**src/rtl/flash_sr_pkg.sv**
```systemverilog
package flash_sr_pkg;
    localparam int BYTE_W = 8;
    localparam int BP_W   = 4;

    localparam logic [BYTE_W-1:0] OP_WREN  = 8'h06;
    localparam logic [BYTE_W-1:0] OP_WRDI  = 8'h04;
    localparam logic [BYTE_W-1:0] OP_RDSR  = 8'h05;
    localparam logic [BYTE_W-1:0] OP_WRSR  = 8'h01;
    localparam logic [BYTE_W-1:0] OP_RDSEC = 8'h2B;
    localparam logic [BYTE_W-1:0] OP_RDCFG = 8'h15;
    localparam logic [BYTE_W-1:0] OP_SUSP  = 8'hB0;
    localparam logic [BYTE_W-1:0] OP_RESM  = 8'h30;
    localparam logic [BYTE_W-1:0] OP_WPSEL = 8'h68;

    // writable status bits: 7..2
    localparam logic [BYTE_W-1:0] SR_WR_MASK = 8'hFC;

    typedef struct packed {
        logic wren;
        logic wrdi;
        logic rdsr;
        logic wrsr;
        logic rdsec;
        logic rdcfg;
        logic susp;
        logic resm;
        logic wpsel;
    } cmd_dec_t;

    typedef struct packed {
        logic              wel;
        logic [BP_W-1:0]   bp;
        logic              qe;
        logic              srwd;
        logic [BYTE_W-1:0] cfg;
        logic              wpsel;
        logic              busy;
        logic              rd_valid;
        logic [BYTE_W-1:0] rd_byte;
    } reg_st_t;

    typedef struct packed {
        logic susp;
        logic psb;
        logic esb;
        logic kind;
        logic pfail;
        logic efail;
    } susp_st_t;
endpackage

```
**src/rtl/flash_sr_decode.sv**
```systemverilog
module flash_sr_decode
    import flash_sr_pkg::*;
(
    input  logic              cmd_valid,
    input  logic [BYTE_W-1:0] cmd_op,
    output cmd_dec_t          dec
);
    always_comb begin
        dec = '0;
        if (cmd_valid) begin
            case (cmd_op)
                OP_WREN:  dec.wren  = 1'b1;
                OP_WRDI:  dec.wrdi  = 1'b1;
                OP_RDSR:  dec.rdsr  = 1'b1;
                OP_WRSR:  dec.wrsr  = 1'b1;
                OP_RDSEC: dec.rdsec = 1'b1;
                OP_RDCFG: dec.rdcfg = 1'b1;
                OP_SUSP:  dec.susp  = 1'b1;
                OP_RESM:  dec.resm  = 1'b1;
                OP_WPSEL: dec.wpsel = 1'b1;
                default:  dec = '0;
            endcase
        end
    end
endmodule

```
**src/rtl/flash_sr_susp.sv**
```systemverilog
module flash_sr_susp
    import flash_sr_pkg::*;
(
    input  logic clk,
    input  logic rst_n,
    input  logic req_susp,
    input  logic req_resm,
    input  logic eng_start,
    input  logic eng_erase,
    input  logic eng_busy,
    input  logic eng_done,
    input  logic eng_fail,
    output logic susp_q,
    output logic psb_q,
    output logic esb_q,
    output logic pfail_q,
    output logic efail_q
);
    susp_st_t st_d, st_q;

    always_comb begin
        st_d = st_q;
        if (eng_start) begin
            st_d.kind  = eng_erase;
            st_d.pfail = 1'b0;
            st_d.efail = 1'b0;
        end else if (eng_done && eng_fail) begin
            if (st_q.kind) st_d.efail = 1'b1;
            else           st_d.pfail = 1'b1;
        end
        if (req_susp && eng_busy && !st_q.susp) begin
            st_d.susp = 1'b1;
            st_d.psb  = !st_d.kind;
            st_d.esb  = st_d.kind;
        end else if (req_resm && st_q.susp) begin
            st_d.susp = 1'b0;
            st_d.psb  = 1'b0;
            st_d.esb  = 1'b0;
        end
    end

    always_ff @(posedge clk) begin
        if (!rst_n) st_q <= '0;
        else        st_q <= st_d;
    end

    assign susp_q  = st_q.susp;
    assign psb_q   = st_q.psb;
    assign esb_q   = st_q.esb;
    assign pfail_q = st_q.pfail;
    assign efail_q = st_q.efail;

    p_one_kind_r6: assert property (@(posedge clk) disable iff (!rst_n)
        $onehot0({st_q.psb, st_q.esb}));
    p_susp_flagged_r6: assert property (@(posedge clk) disable iff (!rst_n)
        st_q.susp |-> (st_q.psb || st_q.esb));
    p_resume_clears_r7: assert property (@(posedge clk) disable iff (!rst_n)
        (req_resm && st_q.susp) |=> (!st_q.susp && !st_q.psb && !st_q.esb));
    p_idle_susp_r8: assert property (@(posedge clk) disable iff (!rst_n)
        (req_susp && !eng_busy && !st_q.susp) |=> !st_q.susp);
    p_start_clears_fail_r9: assert property (@(posedge clk) disable iff (!rst_n)
        eng_start |=> (!st_q.pfail && !st_q.efail));
endmodule

```
**src/rtl/flash_sr_unit.sv**
```systemverilog
module flash_sr_unit
    import flash_sr_pkg::*;
(
    input  logic        clk,
    input  logic        rst_n,
    input  logic        cmd_valid,
    input  logic [7:0]  cmd_op,
    input  logic [7:0]  cmd_data,
    input  logic [7:0]  cmd_cfg,
    input  logic        wp_n,
    input  logic        eng_start,
    input  logic        eng_erase,
    input  logic        eng_busy,
    input  logic        eng_done,
    input  logic        eng_fail,
    output logic        rd_valid,
    output logic [7:0]  rd_byte,
    output logic [7:0]  status_byte,
    output logic [7:0]  secur_byte,
    output logic [7:0]  cfg_byte,
    output logic        susp_req,
    output logic [3:0]  prot_bits
);
    cmd_dec_t          dec;
    reg_st_t           r_d, r_q;
    logic              susp_q, psb_q, esb_q, pfail_q, efail_q;
    logic [BYTE_W-1:0] wr_val;
    logic              wr_ok;

    flash_sr_decode u_dec (
        .cmd_valid (cmd_valid),
        .cmd_op    (cmd_op),
        .dec       (dec)
    );

    flash_sr_susp u_susp (
        .clk       (clk),
        .rst_n     (rst_n),
        .req_susp  (dec.susp),
        .req_resm  (dec.resm),
        .eng_start (eng_start),
        .eng_erase (eng_erase),
        .eng_busy  (eng_busy),
        .eng_done  (eng_done),
        .eng_fail  (eng_fail),
        .susp_q    (susp_q),
        .psb_q     (psb_q),
        .esb_q     (esb_q),
        .pfail_q   (pfail_q),
        .efail_q   (efail_q)
    );

    always_comb begin
        status_byte = {r_q.srwd, r_q.qe, r_q.bp, r_q.wel, r_q.busy & ~susp_q};
        secur_byte  = {r_q.wpsel, efail_q, pfail_q, 1'b0, esb_q, psb_q, 2'b00};
    end

    always_comb begin
        wr_val = cmd_data & SR_WR_MASK;
        wr_ok  = r_q.wel && !(r_q.srwd && !wp_n);
        r_d    = r_q;
        r_d.busy     = eng_busy;
        r_d.rd_valid = 1'b0;
        if (dec.wren) r_d.wel = 1'b1;
        if (dec.wrdi) r_d.wel = 1'b0;
        if (dec.wrsr && wr_ok) begin
            r_d.bp   = wr_val[2 +: BP_W];
            r_d.qe   = wr_val[6];
            r_d.srwd = wr_val[7];
            r_d.cfg  = cmd_cfg;
        end
        if (dec.wpsel && r_q.wel) r_d.wpsel = 1'b1;
        if (dec.rdsr) begin
            r_d.rd_valid = 1'b1;
            r_d.rd_byte  = status_byte;
        end
        if (dec.rdsec) begin
            r_d.rd_valid = 1'b1;
            r_d.rd_byte  = secur_byte;
        end
        if (dec.rdcfg) begin
            r_d.rd_valid = 1'b1;
            r_d.rd_byte  = r_q.cfg;
        end
    end

    always_ff @(posedge clk) begin
        if (!rst_n) r_q <= '0;
        else        r_q <= r_d;
    end

    assign rd_valid  = r_q.rd_valid;
    assign rd_byte   = r_q.rd_byte;
    assign cfg_byte  = r_q.cfg;
    assign susp_req  = susp_q;
    assign prot_bits = r_q.bp;

    p_wren_sets_r2: assert property (@(posedge clk) disable iff (!rst_n)
        dec.wren |=> status_byte[1]);
    p_wrdi_clears_r2: assert property (@(posedge clk) disable iff (!rst_n)
        dec.wrdi |=> !status_byte[1]);
    p_read_pulse_r3: assert property (@(posedge clk) disable iff (!rst_n)
        (dec.rdsr || dec.rdsec || dec.rdcfg) |=> rd_valid);
    p_wrsr_locked_r4: assert property (@(posedge clk) disable iff (!rst_n)
        (dec.wrsr && !status_byte[1]) |=> $stable(status_byte[7:2]));
    p_wip_hidden_r5: assert property (@(posedge clk) disable iff (!rst_n)
        susp_req |-> !status_byte[0]);
    p_wpsel_sticky_r10: assert property (@(posedge clk) disable iff (!rst_n)
        secur_byte[7] |=> secur_byte[7]);
    p_prot_match_r11: assert property (@(posedge clk) disable iff (!rst_n)
        prot_bits == status_byte[5:2]);
endmodule

```
**config.mk**
```make
export PLATFORM = sky130hd
export DESIGN_NAME = flash_sr_unit
export DESIGN_NICKNAME = d
export VERILOG_FILES = /design/src/rtl/flash_sr_pkg.sv /design/src/rtl/flash_sr_decode.sv /design/src/rtl/flash_sr_susp.sv /design/src/rtl/flash_sr_unit.sv
export SDC_FILE = /design/constraint.sdc
export NUM_CORES = 1
export LEC_CHECK = 0
export ABC_AREA = 1
export BUFFER_PORTS_ARGS = -buffer_cell sky130_fd_sc_hd__buf_2
export CORE_ASPECT_RATIO = 1.4
export CORE_MARGIN = 4
export CORE_UTILIZATION = 44
export DETAILED_ROUTE_END_ITERATION = 16
export PLACE_DENSITY_LB_ADDON = 0.08
export SYNTH_ARGS = -nofsm -noshare
export SYNTH_HDL_FRONTEND = slang
export SYNTH_HIERARCHICAL = 1
export SYNTH_SLANG_ARGS = --single-unit
export TNS_END_PERCENT = 50
```
**constraint.sdc**
```tcl
create_clock -name clk -period 1.4 [get_ports clk]
set_input_delay 0.28 -clock clk [delete_from_list [all_inputs] [get_ports clk]]
set_output_delay 0.28 -clock clk [all_outputs]
set_load 0.02 [all_outputs]
```
==> results.md <==
- Hold Vio Cnt, Final: 0
- Crit. End Element: output pin
- Tot GR Track Use: 0.156
- Min-delay src: eng_busy
- Initial core utilization: 0.462
- Initial antenna violation count: 0
- Clock-pin slew on the worst setup and hold paths: 0.06 ns
- Most frequent cells in the layout: buf_2, nor2_1, nand2_1, dfxtp_1, inv_1
- Die area: 5300 µm²
- Placer congestion estimate: 0.776
- Min-Delay Endpoint: r_q[9]
- RSZ-0062 raised after global routing: no
- CTS Buf Count: 5
- Core Util, Final: 0.527
- Post-route setup TNS: 0 ns
- Fmax: 789 MHz
- Layout Area Growth over Synthesis: 14.1%
- Hold Path Cell Cnt: 3
- Post-Syn Area: 1840 µm²
- Drt pass-1 iters: 4
- Avg Cell Area, Syn: 6.92 µm²
- Largest net degree at the start of global routing: 16
- Setup Buffers After CTS: 0
- # clock sinks: 32
- # resized after CTS: 0
- Outcome: finished clean
- Drt drc: 0
- PwrDens: 860 nW/µm²
- Via count: 1624
- LEAKAGE: 0.00107 µW
- H-tree depth: 2
- Placed cell count: 348
- Top-area cell type share of the netlist area: 0.348
- Placed Instance Area: 2010 µm²
- Fillers: 441
- Seq cells post-synth: 32
- Routed Antenna Nets: 0
- Final setup vio count: 0
- Most common cell after layout, fill and taps aside: buf_2
- Nets: 345
- Clk_skew: 0.00565 ns
- Critical path peak fanout: 6
- Post-synthesis cell count: 266
- Bufs on Longest Clock Path: 2
- Vias in the first global route: 1549
- HP Class: in2reg
- Gr ovfl total: 0
- YS warnings: 6
- CTS Hold Buffers Added: 0
- Largest cells by area after synthesis: dfxtp_1, buf_4, nor2_1, nand2_1, inv_1
- Worst R2R Setup Slack: 0.37 ns
- Total core area: 3990 µm²
- Die W: 62.7 µm
- DIE HEIGHT: 84.5 µm
- Worst r2r src: status_byte[1]
- Max_cap viols: 0
- Clock period minus worst slack: 1.27 ns
- Final period utilization: 0.906
- RR Endpoint: status_byte[6]
- Clk_lat worst skew: 0.28 ns
- IO Pins: 71
- Sequential cell area fraction in the yosys report: 0.348
- Final Cell Area: 2100 µm²
- CP Launch Type: flop
- Clk root buf: clkbuf_8
- Vias per Instance: 4.56
- Layout cells sized above 1: 0.332
- Avg WL per Cell: 11.1 µm
- Post-synth top area cell: dfxtp_1
- Post-synthesis cell type count: 29
- Critical Path AT: 0.99 ns
- Global-route wire length before repair: 6.64 mm
- Iteration-0 DRC count of the detailed router: 43
- Setup CP Type: reg2out
- IO buf count: 65
- Rows: 27
- DP Wirelength: 3.18 mm
- Post-route insts no fill: 356
- Max VDD drop: 0.594 mV
- Fin. max-slew vios: 0
- Antenna cells: 0
- Reg2reg path depth: 6
- Required time worst endpoint: 1.12 ns
- Drt total wl: 3.94 mm
- TritonCTS clock tree: built
==> logic make-up (layout without fill, tap and decap cells) <==
logic type | after synthesis | count (layout) | synth area share
buf+inv | 68 | 113 | 0.234
compound gates | 33 | 33 | 0.0979
other cells | 1 | 3 | 0.00204
simple gates | 132 | 132 | 0.318
flops | 32 | 32 | 0.348
==> report_power, final <==
| group | switching, µW | internal, µW |
|---|---|---|
| sequential | 3.09 | 915 |
| clock | 338 | 399 |
| combinational | 85.1 | 65.5 |
==> sequential cells by signal, indices dropped and copies added (netlist names) <==
signal / count
prot_bits: 4
rd_byte: 8
rd_valid: 1
u_susp/efail_q: 1
u_susp/susp_q: 1
u_susp/psb_q: 1
u_susp/pfail_q: 1
r_q: 1
status_byte: 3
u_susp/st_q: 1
u_susp/esb_q: 1
cfg_byte: 8
secur_byte: 1
==> synth_stat cells <==
cell type	number
o21a_1	2
inv_6	1
nand4_1	1
a21boi_1	1
dfxtp_1	32
nand3_1	15
nand3_2	1
clkbuf_1	1
o21ai_1	13
nor2_4	1
a21oi_1	8
nor2_2	2
buf_12	1
buf_6	3
inv_1	22
inv_2	4
nand3b_1	2
buf_1	1
nor2_8	1
buf_4	35
nor3_1	3
o21ai_2	1
a21oi_2	1
conb_1	1
nand2_4	2
nor2_1	62
o21ai_0	7
nand2_1	39
nand2_2	3
==> layer usage <==
layer  up-vias  track usage  share of wire
met5         -            0              0
met4         0       0.0723          0.020
met3         6       0.0469          0.064
met2        41        0.282           0.49
met1       697        0.164           0.43
li1        880            -              -
==> metrics by stage <==
step / hold slack (ns) / power [µW] / setup WS (ns)
3_5_place_dp: 0.440 / 1090 / -0.0944
2_1_floorplan: 0.378 / 1020 / 0.0463
3_3_place_gp: 0.439 / 1090 / -0.102
4_1_cts: 0.214 / 1830 / 0.0677
6_report: 0.223 / 1810 / 0.132
5_1_grt: 0.230 / 1890 / 0.0455
==> final cells by class <==
cell class / instances / area, µm² / area share
multi-input combinational: 168 / 782 / 0.372
sequential: 32 / 642 / 0.306
clock inverter: 1 / 7.51 / 0.00357
timing repair buffer: 78 / 423 / 0.201
clock buffer: 7 / 86.3 / 0.0411
tap: 43 / 53.8 / 0.0256
inverter: 27 / 106 / 0.0506
==> how the worst max path moves through the flow <==
stage | startpoint | endpoint | slack [ns] | cells past startpoint
6_report | u_susp/susp_q | status_byte[0] | 0.13 | 4
3_5_place_dp | cmd_op[6] | rd_byte[0] | -0.09 | 10
5_1_grt | cmd_op[6] | rd_byte[0] | 0.05 | 9
4_1_cts | u_susp/susp_q | status_byte[0] | 0.07 | 4
2_1_floorplan | cmd_op[6] | rd_byte[0] | 0.05 | 8
3_3_place_gp | cmd_op[6] | rd_byte[0] | -0.10 | 10
==> critical path: stages, from the launching register on <==
cell	delay (ns)
dfxtp_2	0.37
inv_1	0.05
nand2_1	0.09
inv_1	0.04
buf_2	0.15
(Power assumes the default switching activity.)
